**src/rtl/strb_dec_pkg.sv**
```systemverilog
// Package: shared cycle-kind encoding and strobe count for the strobe decoder.
// Assumes: the kind index equals the strobe bit position in the strobe vector.
package strb_dec_pkg;

    localparam int NUM_STROBES = 4;
    localparam int KIND_W      = $clog2(NUM_STROBES);

    // Index = {~mem_io, wr_rd}; also the bit of the strobe vector it drives.
    typedef enum logic [KIND_W-1:0] {
        CYC_MEM_RD = 2'd0,
        CYC_MEM_WR = 2'd1,
        CYC_IO_RD  = 2'd2,
        CYC_IO_WR  = 2'd3
    } cyc_kind_e;

endpackage

```
**src/rtl/strb_classify.sv**
```systemverilog
// Module: combinational classifier of the raw processor status lines.
// Assumes: its outputs are used only on an edge where the address strobe is low.
module strb_classify
    import strb_dec_pkg::*;
(
    input  logic      mem_io,
    input  logic      wr_rd,
    input  logic      data_ctl,
    output cyc_kind_e kind,
    output logic      xfer
);

    // Map memory/IO and write/read onto the kind index.
    always_comb begin
        kind = cyc_kind_e'({~mem_io, wr_rd});
        xfer = data_ctl;
    end

endmodule

```
**src/rtl/strb_tracker.sv**
```systemverilog
// Module: bus cycle tracker. Latches the cycle kind on a qualified address
// strobe and counts clocks within each bus state. It ends the cycle when
// ready is low at the closing edge of a state.
// Assumes: STATE_CLKS clocks per bus state (2 for a double-rate clock).
module strb_tracker
    import strb_dec_pkg::*;
#(
    parameter int STATE_CLKS = 2
) (
    input  logic      clk2,
    input  logic      rst_n,
    input  logic      ads_n,
    input  logic      rdy_n,
    input  logic      xfer,
    input  cyc_kind_e kind_in,
    output logic      active,
    output cyc_kind_e kind_q,
    output logic      sample_ok
);

    localparam int CW = (STATE_CLKS > 2) ? $clog2(STATE_CLKS) : 1;
    localparam logic [CW-1:0] LAST = CW'(STATE_CLKS - 1);

    logic [CW-1:0] phase_q;

    // Ready is looked at only on the last clock of a bus state.
    always_comb sample_ok = active && (phase_q == LAST);

    // Cycle capture, state-phase counting and release on ready.
    always_ff @(posedge clk2) begin
        if (!rst_n) begin
            active  <= 1'b0;
            phase_q <= '0;
            kind_q  <= CYC_MEM_RD;
        end else if (!active) begin
            if (!ads_n && xfer) begin
                active  <= 1'b1;
                phase_q <= '0;
                kind_q  <= kind_in;
            end
        end else if (sample_ok) begin
            phase_q <= '0;
            if (!rdy_n) begin
                active <= 1'b0;
            end
        end else begin
            phase_q <= phase_q + 1'b1;
        end
    end

endmodule

```
**src/rtl/strb_drive.sv**
```systemverilog
// Module: drives the active-low strobe vector from the latched cycle kind.
// Assumes: kind_q holds steady for the whole time active is high.
module strb_drive
    import strb_dec_pkg::*;
(
    input  logic                   active,
    input  cyc_kind_e              kind_q,
    output logic [NUM_STROBES-1:0] strobe_n
);

    for (genvar i = 0; i < NUM_STROBES; i++) begin : g_strb
        // Pull one strobe low when its kind matches the latched cycle.
        always_comb strobe_n[i] = !(active && (kind_q == cyc_kind_e'(KIND_W'(i))));
    end

endmodule

```
**src/rtl/strb_dec.sv**
```systemverilog
// Module: top of the bus cycle command strobe decoder. Turns the processor
// status lines into four active-low command strobes, held from the address
// phase until the ready acknowledge.
// Assumes: a non-pipelined bus on a double-rate clock, with a synchronous
// active-low reset.
module strb_dec
    import strb_dec_pkg::*;
#(
    parameter int STATE_CLKS = 2
) (
    input  logic clk2,
    input  logic rst_n,
    input  logic ads_n,
    input  logic mem_io,
    input  logic wr_rd,
    input  logic data_ctl,
    input  logic rdy_n,
    output logic mem_rd_n,
    output logic mem_wr_n,
    output logic io_rd_n,
    output logic io_wr_n
);

    cyc_kind_e               kind_raw;
    cyc_kind_e               kind_q;
    logic                    xfer;
    logic                    active;
    logic                    sample_ok;
    logic [NUM_STROBES-1:0]  strobe_n;

    strb_classify u_cls (
        .mem_io   (mem_io),
        .wr_rd    (wr_rd),
        .data_ctl (data_ctl),
        .kind     (kind_raw),
        .xfer     (xfer)
    );

    strb_tracker #(.STATE_CLKS(STATE_CLKS)) u_trk (
        .clk2      (clk2),
        .rst_n     (rst_n),
        .ads_n     (ads_n),
        .rdy_n     (rdy_n),
        .xfer      (xfer),
        .kind_in   (kind_raw),
        .active    (active),
        .kind_q    (kind_q),
        .sample_ok (sample_ok)
    );

    strb_drive u_drv (
        .active   (active),
        .kind_q   (kind_q),
        .strobe_n (strobe_n)
    );

    // Fan the strobe vector out to the named command pins.
    always_comb begin
        mem_rd_n = strobe_n[CYC_MEM_RD];
        mem_wr_n = strobe_n[CYC_MEM_WR];
        io_rd_n  = strobe_n[CYC_IO_RD];
        io_wr_n  = strobe_n[CYC_IO_WR];
    end

endmodule

```
**config.mk**
```make
export PLATFORM = sky130hd
export DESIGN_NAME = strb_dec
export DESIGN_NICKNAME = d
export VERILOG_FILES = /design/src/rtl/strb_dec_pkg.sv /design/src/rtl/strb_classify.sv /design/src/rtl/strb_tracker.sv /design/src/rtl/strb_drive.sv /design/src/rtl/strb_dec.sv
export SDC_FILE = /design/constraint.sdc
export NUM_CORES = 1
export LEC_CHECK = 0
export ABC_CLOCK_PERIOD_IN_PS = 1200
export BUFFER_PORTS_ARGS = -buffer_cell sky130_fd_sc_hd__buf_4
export CORE_AREA = 4 4 41 43
export CTS_CLUSTER_SIZE = 40
export DETAILED_ROUTE_END_ITERATION = 8
export DIE_AREA = 0 0 45 47
export PLACE_DENSITY_LB_ADDON = 0.05
export SLEW_MARGIN = 20
export SYNTH_ARGS = -nofsm -noshare
export SYNTH_HDL_FRONTEND = slang
export SYNTH_SLANG_ARGS = --single-unit
```
**constraint.sdc**
```tcl
create_clock -name clk2 -period 1.2 [get_ports clk2]
set_clock_uncertainty 0.1 [all_clocks]
set_input_delay 0.06 -clock clk2 [delete_from_list [all_inputs] [get_ports clk2]]
set_output_delay 0.06 -clock clk2 [all_outputs]
set_load 0.05 [all_outputs]
```
Word level (Yosys, flattened, before mapping)
Index checks and enable logic that the tools add are counted.

Register bits after elaboration: 4. Input bits: 7. Logic and storage cells: 30.

Add/subtract/negate cells: 1. Eq/ne operators: 3. Mux-type cells: 7. Bitwise operators: 2. Reduce and logical (&&, ||, !) cells: 14.

Operators by type and width (number): $mux W1 (7); $logic_and A1 B1 Y1 (6); $logic_not A1 Y1 (5); $eq A2 B2 Y1 const B (2); $eq A2 B1 Y1 const B (1); $logic_not A2 Y1 (1); $not A1 Y1 (2); $reduce_and A2 Y1 (1); $reduce_bool A2 Y1 (1); $add A1 B1 Y1 const B (1).

Longest topological paths before layout
Gate-level depths: netlist of the first run.

Word-level depth: 4. Depth in mapped cells: 3.

Hierarchy
Synthesis of the first run repeated with hierarchy kept, for this count alone.

Cell total of the unflattened synthesis: 25. Area total of the unflattened synthesis: 214.0 µm².

Modules (own cells, without submodules): strb_tracker (times used 1, cells an instance 18, area each 166.4 µm²); strb_drive (times used 1, cells an instance 4, area each 28.8 µm²); strb_classify (times used 1, cells an instance 3, area each 18.8 µm²).

Worst setup path before layout of the first run
No wires, ideal clock.

Path kind: flip-flop to output port. Start: register u_trk.active. End: output port mem_rd_n. Data arrival time: 1.027 ns. Slack: 0.013 ns. Cell stages (with the launch flop): 2. Cell sequence: dfxtp_1 -> or3b_1.

Word-level cells in the longest chain between the ends: 2.

Ends and longest elaborated chain: from (decl) (RTL line strb_tracker.sv:16) `output logic active,`; from (signal assigned) (RTL line strb_tracker.sv:32) `active <= 1'b0;`; from (signal assigned) (RTL line strb_tracker.sv:37) `active <= 1'b1;`; from (signal assigned) (RTL line strb_tracker.sv:44) `active <= 1'b0;`; $logic_and A1 B1 Y1 (RTL line strb_drive.sv:13) `always_comb strobe_n[i] = !(active && (kind_q == cyc_kind_e'(KIND_W'(i))));`; $logic_not A1 Y1 (RTL line strb_drive.sv:13); to (decl) (RTL line strb_dec.sv:18) `output logic mem_rd_n,`.

Every way passes these cells.

Worst setup path after layout of the first run
Start: register u_trk.kind_q[1]. End: output port mem_rd_n.

Word-level cells in the longest chain between the ends: 3.

Ends and longest elaborated chain: from (decl) (RTL line strb_tracker.sv:17) `output cyc_kind_e kind_q,`; from (signal assigned) (RTL line strb_tracker.sv:39) `kind_q <= kind_in;`; $logic_not A2 Y1 (RTL line strb_drive.sv:13); $logic_and A1 B1 Y1 (RTL line strb_drive.sv:13); $logic_not A1 Y1 (RTL line strb_drive.sv:13).

Every way passes these cells.

==> reports/summary.txt, run 1 <==
fillers = 148
Die X = 45 µm
Skew-Pair Late Insertion Delay = 230 ps
global-route usage over all layers = 0.05929
Worst path slowest cell = or3b_1
initial antenna violation count = 0
layout cells sized above 1 = 0.5000
maximum clock rate = 0.8044 GHz
CTS tree = done
CP Launch Type = flip-flop
CTS Buffer Depth = 2
Multi-input gate area = 120.1 µm²
Layout Nets = 49
total grt overflow = 0
failing checks = setup timing
register bit count reported by yosys = 4
CTS H-tree depth = 1
Yosys warning total = 0
Ports = 11
die height = 47 µm
worst-margin pin slew = 244.7 ps
final instance area = 382.9 µm²
CP arrival = 1080 ps
Root Buffer = clkbuf_4
Final ANT Viol Nets = 0
slowest stage delay, CP = 380 ps
DRC Markers = 0
Seq/Total Area, Yosys = 0.4000
routed wire length = 480 µm
Reg area = 86.33 µm²
Cells after DPL = 47
HP Class = input port to flip-flop
Core ar. = 1301 µm²
VDD IR max = 0.3170 mV
CP Class = flip-flop to primary output
CP Capture Type = primary output
Finish-stage setup viols = 1
Area growth syn-to-layout = 91.25%
largest net degree at the start of global routing = 6
unrepaired setup endpoints after global routing = yes
first drt pass iteration count = 4
crit path capture = mem_rd_n
# diodes = 0
fin crit share = 1.036
Worst Hold Slack = 46.28 ps
GPL Wtd Cong = 0.6275
CTS clock-pin slew for the worst setup and hold paths = 40 ps
Net Count, Synth = 28
PwrDens = 1041 nW/µm²
power after layout = 398.6 µW
dpl cell area = 301.5 µm²
clk sink count = 4
first-pass GRT wire length = 800 µm
syn_area_per_cell = 9.533 µm²
reg2reg setup slack = 60 ps
outcome = finished, violations left
crit path cell chain = or3b_1, buf_6
row count = 13
initial drt markers = 5
routed vias = 224
total CTS buffers = 3
Mapped Cells = 21
TNS Setup = -43.17 ps
Setup crit start = u_trk.kind_q[1]$_SDFFE_PN0P_
Port Buffer Count = 10
reg2reg start = u_trk.active$_SDFF_PN0_
filler-free cell count of the finished design = 55
Synth Cell Area = 200.2 µm²
Final Hold Fails = 0
Critical Path RT = 1040 ps
starting density of the core = 0.1538
Max Transition Viols Final = 0
routed vias/inst = 4.073
Die ar. = 2115 µm²
worst r2r path cells = 4
leakage = 0.0001654 µW
worst reg2reg path endpoint = u_trk.kind_q[1]$_SDFFE_PN0P_
clock period minus worst slack = 1243 ps
Max-Cap Viols = 0
PnR worst setup slack = -43.17 ps
vias in the first global route = 179
Critical Path Fanout Max = 2
post-synthesis cell type count = 13
DR WL/cell = 8.727 µm
hpwl dp = 379.6 µm
Slew headroom = 0.8367
-- state kept, by name, indices dropped and copies added (netlist names) --
signal and cells:
u_trk.kind_q 2, u_trk.active 1, u_trk.phase_q 1
-- layout by cell type, fill, tap and decap left out, drive strengths merged --
master / n
buf: 13
o211a: 1
nand3b: 2
clkbuf: 3
nand2: 2
nor2b: 3
nand2b: 1
o21a: 1
dlygate4sd3: 3
or3b: 1
a21oi: 1
dfxtp: 4
nor3b: 2
nand3: 2
o21ai: 1
-- kinds of logic (layout without fill, tap and decap cells) --
family,count (synthesis),in the layout,synth area share
simple gates,13,13,0.4626
compound gates,4,4,0.1375
flops,4,4,0.4000
buf+inv,0,19,0
-- power breakdown --
part | switching (µW) | internal [µW]
Sequential | 5.85 | 143
Combinational | 38.3 | 50.5
Clock | 49.3 | 111
-- area by class of cell --
| type | count | share of cell area |
|---|---|---|
| clock buffer | 3 | 0.05882 |
| tap | 15 | 0.04902 |
| multi-input combinational | 17 | 0.3137 |
| timing repair buffer | 16 | 0.3529 |
| sequential | 4 | 0.2255 |
-- worst max-delay path: cells and delay by family (launching register included) --
kind,cells,cell delay (ps)
flops,1,310
buf+inv,1,160
simple gates,1,380
-- cell usage after synthesis --
| library cell | count | area share |
|---|---|---|
| dfxtp_1 | 4 | 0.40 |
| nor2b_1 | 3 | 0.094 |
| nand2_1 | 2 | 0.038 |
| nand3_1 | 2 | 0.050 |
| nand3b_1 | 2 | 0.075 |
| a21oi_1 | 1 | 0.025 |
| nand2b_1 | 1 | 0.031 |
| nor3b_1 | 1 | 0.038 |
| nor3b_4 | 1 | 0.094 |
| o211a_1 | 1 | 0.050 |
| o21a_1 | 1 | 0.038 |
| o21ai_0 | 1 | 0.025 |
| or3b_1 | 1 | 0.044 |
-- timing repair --
| item | CTS | global route |
|---|---|---|
| pin swaps | 1 | 1 |
| endpoints found under the setup margin | 4 | 3 |
| setup buffers | 2 | 0 |
| gates resized for setup | 5 | 1 |
| hold buffers | 3 | 0 |
| hold endpoints to repair | 4 | 0 |
-- per-stage QoR --
step                  util  worst slack [ps]
floorplan                -             13.25
global placement    0.2317             61.80
detailed placement  0.2317             52.81
CTS                 0.2913            -55.38
global route        0.2942            -72.49
finish              0.2942            -43.17
-- routing by layer --
metal / track usage / wire, µm / vias up / part of all wire
met2: 0.05650 / 196 / 10 / 0.41
met3: 0.04598 / 71 / 0 / 0.15
met1: 0.07062 / 212 / 97 / 0.44
li1: - / - / 117 / -
met5: 0 / 0 / - / 0
met4: 0.07018 / 0 / 0 / 0
-- how the worst min path moves through the flow --
stage               start                            to  cells past startpoint
CTS                 ads_n  u_trk.kind_q[0]$_SDFFE_PN0P_                      3
finish              ads_n  u_trk.kind_q[0]$_SDFFE_PN0P_                      3
detailed placement  wr_rd  u_trk.kind_q[0]$_SDFFE_PN0P_                      3
global route        ads_n  u_trk.kind_q[0]$_SDFFE_PN0P_                      3
global placement    wr_rd  u_trk.kind_q[0]$_SDFFE_PN0P_                      3
floorplan           rst_n    u_trk.phase_q$_SDFFE_PN0P_                      1
(Power assumes the default switching activity.)
==> run 2, diff against run 1 <==
CTS_BUF_LIST = sky130_fd_sc_hd__clkbuf_16   (was not set)
SYNTH_HIERARCHICAL = 1   (was not set)
TNS_END_PERCENT = 1   (was not set)
==> run 2 against run 1 <==
The run still ends with setup timing left; global-route usage increased by 1.4 points; final cell count increased by 1.8%; critical path depth unchanged; wire length increased by 12%; first-iteration DRC count decreased by 20%; sequential cell count unchanged; register-to-register slack about the same; via count decreased by 2.2%; critical path type unchanged; largest power group unchanged.
==> reports/summary.txt, run 2 <==
outcome = finished, violations left
failing checks = setup timing
total grt overflow = 0
Critical Path Fanout Max = 2
DR WL/cell = 9.571 µm
PnR worst setup slack = -39.04 ps
Synth Cell Area = 210.2 µm²
row count = 13
Area growth syn-to-layout = 108.3%
routed vias/inst = 3.911
commonest non-fill, non-tap cells in the layout = buf_4 (12), clkbuf_16 (3), nand3_1 (3), nand2_1 (3), dfxtp_2 (3)
reg2reg start = u_trk/active$_SDFF_PN0_
CTS Buffer Depth = 2
Ports = 11
most common cell after layout, fill and taps aside = buf_4
largest net degree at the start of global routing = 7
slowest stage delay, CP = 390 ps
Mapped Cells = 24
initial antenna violation count = 0
# diodes = 0
Layout Nets = 50
Port Buffer Count = 10
reg2reg setup slack = 60 ps
PwrDens = 1713 nW/µm²
routed vias = 219
Slew headroom = 0.8711
unrepaired setup endpoints after global routing = yes
dpl cell area = 296.5 µm²
Min-Delay Startpoint = mem_io
GPL Wtd Cong = 0.6128
CP delay by family, top = simple AND/OR/NAND/NOR gates
worst hold stages = 4
vias in the first global route = 216
Net Count, Synth = 31
CP Class = flip-flop to primary output
Die X = 45 µm
Finish-stage setup viols = 1
Root Buffer = clkbuf_16
CTS tree = done
largest registers = u_trk/kind_q: 2 flops, u_trk/active: 1 flops, u_trk/phase_q: 1 flops
layout cells sized above 1 = 0.5366
Critical Path RT = 1040 ps
Core ar. = 1301 µm²
Yosys warning total = 6
CP Launch Type = flip-flop
max reg flops = 2
Most flops, register = u_trk/kind_q
Max Transition Viols Final = 0
first drt pass iteration count = 4
CTS clock-pin slew for the worst setup and hold paths = 30 ps
CTS H-tree depth = 1
routed wire length = 536 µm
dpl ws = 108.5 ps
worst reg2reg path endpoint = u_trk/kind_q[0]$_SDFFE_PN0P_
Skew-Pair Late Insertion Delay = 220 ps
power after layout = 750.0 µW
Max-Cap Viols = 0
starting density of the core = 0.1615
syn_area_per_cell = 8.758 µm²
Hold EP = u_trk/kind_q[1]$_SDFFE_PN0P_
total CTS buffers = 3
initial drt markers = 4
fin crit share = 1.033
Die ar. = 2115 µm²
CP Buf/Inv Count = 1
Final ANT Viol Nets = 0
global-route usage over all layers = 0.07334
final instance area = 437.9 µm²
VDD IR max = 0.6842 mV
maximum clock rate = 0.8071 GHz
CP arrival = 1080 ps
worst r2r path cells = 5
DRC Markers = 0
clock period minus worst slack = 1239 ps
first-pass GRT wire length = 931 µm
die height = 47 µm
crit path cell chain = or3b_4, buf_8
leakage = 0.0001856 µW
Final Hold Fails = 0
CP Capture Type = primary output
clk sink count = 4
Worst path slowest cell = or3b_4
fin util = 0.3365
HP Class = input port to flip-flop
worst-margin pin slew = 193.1 ps
==> run 2: worst min-delay path, cell delays in order <==
cell	delay [ps]
buf_4	80
inv_1	30
nand3_1	50
o21ai_0	60
==> run 2: how the worst max path moves through the flow <==
stage | start | to | slack (ps) | depth (start not counted)
final | u_trk/kind_q[1]$_SDFFE_PN0P_ | mem_rd_n | -40 | 2
after global routing | u_trk/kind_q[1]$_SDFFE_PN0P_ | mem_rd_n | -60 | 2
after CTS | u_trk/kind_q[0]$_SDFFE_PN0P_ | mem_rd_n | -50 | 2
after detailed placement | u_trk/active$_SDFF_PN0_ | mem_rd_n | 110 | 2
after global placement | u_trk/active$_SDFF_PN0_ | u_trk/kind_q[0]$_SDFFE_PN0P_ | 130 | 4
after floorplan | u_trk/active$_SDFF_PN0_ | mem_rd_n | 30 | 1
==> run 2: per-layer routing <==
layer  wire length (µm)  vias up  GRT usage  share of wire
met4                  0        0     0.1228              0
met1                204       92    0.06787           0.38
met5                  0        -          0              0
met2                287       10    0.09040           0.54
met3                 43        0    0.03831          0.080
li1                   -      117          -              -
==> run 2: per-stage QoR <==
| stage | hold WS, ps | std cells | TNS (ps) |
|---|---|---|---|
| after floorplan | 77.51 | 24 | 0 |
| after global placement | 194.2 | 48 | 0 |
| after CTS | 5.780 | 56 | -46.13 |
| after global routing | 27.73 | 56 | -73.24 |
| final | 5.433 | 56 | -39.04 |
| after detailed placement | 186.4 | 48 | 0 |
==> run 2: area by class of cell <==
cell class,instances,area (µm²)
fill,146,863.3
timing repair buffer,16,136.4
multi-input combinational,17,120.1
sequential,4,83.83
clock buffer,3,75.07
tap,15,18.77
inverter,1,3.754
==> run 2: report_power, final <==
part	internal (µW)	switching (µW)	leakage (µW)
registers	143	4.09	0.0000340
clock network	425	87.5	0.0000370
logic	50.9	39.1	0.000115
==> run 2: timing repair <==
action / CTS / global route
resized for setup: 6 / 2
buffers inserted: 3 / 0
endpoints found under the hold margin: 2 / 0
endpoints found under the setup margin: 1 / 4
hold buffers: 2 / 0
pin swaps: 1 / 1
==> run 3, diff against run 2 <==
--- a/config.mk
+++ b/config.mk
@@ -13,4 +13,5 @@
 export DETAILED_ROUTE_END_ITERATION = 8
 export DIE_AREA = 0 0 45 47
+export MAX_ROUTING_LAYER = met4
 export PLACE_DENSITY_LB_ADDON = 0.05
 export SLEW_MARGIN = 20
==> constraint.sdc (replaced) <==
create_clock -name clk2 -period 1.2 [get_ports clk2]
set_clock_uncertainty 0.1 [all_clocks]
set_input_delay 0 -clock clk2 [delete_from_list [all_inputs] [get_ports clk2]]
set_output_delay 0 -clock clk2 [all_outputs]
set_load 0.05 [all_outputs]
==> run 3 against run 2 <==
The run now ends clean; final area up 0.29%; total power shrank 1.7%; core utilization is 0.096 points higher; clock power fell by 1%; via count increased by 1.4%; register-to-register slack better by 60 ps; combinational power shrank 9.5%; wire length is 8.8% lower; global-route usage fell by 1.5 points; die area stayed put; maximum frequency rose by 4.1%; hold slack gained 120 ps; largest cell class unchanged; highest routed layer is now met4.
==> reports/summary.txt, run 3 (same netlist as run 2, synthesis figures left out) <==
CP Capture Type = primary output
clock network power share = 0.688
Worst Hold Slack = 129.9 ps
Core ar. = 1301 µm²
Final Hold Fails = 0
Critical Path Fanout Max = 5
worst-margin pin slew = 241.8 ps
total CTS buffers = 3
unrepaired setup endpoints after global routing = yes
Ports = 11
global-route usage over all layers = 0.05868
initial drt markers = 2
switching pwr = 123.2 µW
Most flops, register = u_trk/kind_q
M3 GR Usage = 0.01149
leakage = 0.0001810 µW
fin crit share = 0.9915
GPL Wtd Cong = 0.6479
largest registers = u_trk/kind_q: 2 flops, u_trk/active: 1 flops, u_trk/phase_q: 1 flops
clock period minus worst slack = 1190 ps
final instance area = 439.2 µm²
CTS clock-pin slew for the worst setup and hold paths = 30 ps
Area growth syn-to-layout = 108.9%
Switching Fraction = 0.1672
CP Buf/Inv Count = 1
# diodes = 0
reg2reg setup slack = 120 ps
CTS tree = done
Top Usage Layer GRT = met4
Critical Path RT = 1100 ps
Max-Cap Viols = 0
Comb pwr share = 0.110
first drt pass iteration count = 4
GR Util met1 = 0.06803
Max Transition Viols Final = 0
largest net degree at the start of global routing = 7
Int Power = 614.1 µW
fin util = 0.3375
first-pass GRT wire length = 759 µm
CP arrival = 1090 ps
CP delay by family, top = simple AND/OR/NAND/NOR gates
Finish-stage setup viols = 0
CP Launch Type = flip-flop
crit path cell chain = or3b_1, buf_6
commonest non-fill, non-tap cells in the layout = buf_4 (11), dlygate4sd3_1 (5), clkbuf_16 (3), nand3_1 (3), nand2_1 (3)
vias in the first global route = 189
routed vias/inst = 3.895
routed wire length = 489 µm
Final ANT Viol Nets = 0
CP Class = flip-flop to primary output
Reg power frac = 0.202
VDD IR max = 0.5948 mV
Port Buffer Count = 10
clk sink count = 4
HP Class = input port to flip-flop
Layout Nets = 51
DRC Markers = 0
row count = 13
routed vias = 222
outcome = completed
most common cell after layout, fill and taps aside = buf_4
met2 usage = 0.05932
layout cells sized above 1 = 0.4524
initial antenna violation count = 0
Slew headroom = 0.8381
maximum clock rate = 0.8404 GHz
die height = 47 µm
dpl cell area = 296.5 µm²
Skew-Pair Late Insertion Delay = 220 ps
Worst path slowest cell = or3b_1
Die ar. = 2115 µm²
CTS Buffer Depth = 2
max reg flops = 2
slowest stage delay, CP = 380 ps
PwrDens = 1679 nW/µm²
DR WL/cell = 8.579 µm
CTS H-tree depth = 1
Die X = 45 µm
starting density of the core = 0.1615
Root Buffer = clkbuf_16
total grt overflow = 0
[run 3: changes by cell type in the layout (fill, tap and decap cells not counted), sizes merged]
cell,before,now
dlygate4sd3,2,5
buf,14,12
[run 3: power by group through the flow]
stage                     Sequential, µW  Clock [µW]  Combinational [µW]
after floorplan                      152           0                36.1
after global placement               153           0                60.9
after detailed placement             153           0                60.9
after CTS                            149         518                82.3
after global routing                 150         526                87.2
final                                149         507                81.5
[run 3: worst paths after layout]
check                                       to  cells past startpoint                         start
hold reg to reg   u_trk/kind_q[0]$_SDFFE_PN0P_                      2  u_trk/kind_q[0]$_SDFFE_PN0P_
setup / recovery                      mem_rd_n                      2  u_trk/kind_q[0]$_SDFFE_PN0P_
hold / removal    u_trk/kind_q[1]$_SDFFE_PN0P_                      3                      data_ctl
setup reg to reg  u_trk/kind_q[1]$_SDFFE_PN0P_                      4       u_trk/active$_SDFF_PN0_
[run 3: cell type report]
class | instances | area (µm²)
well taps | 15 | 18.77
inverters | 1 | 3.754
fillers | 138 | 862.1
clock buffers | 3 | 75.07
multi-input cells | 17 | 111.4
repair buffers | 17 | 143.9
flip-flops and latches | 4 | 86.33
[run 3: timing repair]
| action | CTS | global route |
|---|---|---|
| setup buffers | 1 | 0 |
| gates resized for setup | 4 | 1 |
| pin swaps | 1 | 0 |
| hold buffers | 5 | 0 |
| setup endpoints to repair | 2 | 1 |
| hold endpoints to repair | 4 | 0 |
[run 3: worst min-delay path: stages]
cell and delay (ps):
buf_4 110, nor3b_2 160, o21ai_0 140
[run 3: per-layer routing]
| metal | share of wire | vias up |
|---|---|---|
| li1 | - | 119 |
| met1 | 0.47 | 91 |
| met2 | 0.39 | 10 |
| met3 | 0.090 | 2 |
| met4 | 0.045 | 0 |
| met5 | 0 | - |
[run 3: metrics by stage]
step           cells  setup TNS [ps]  total power (µW)  setup slack, ps
2_1_floorplan     24               0             187.6            88.82
3_3_place_gp      48               0             213.6            134.1
3_5_place_dp      48               0             214.2            111.6
4_1_cts           57               0             748.6            1.248
5_1_grt           57          -16.82             763.0           -16.82
6_report          57               0             737.3            10.15
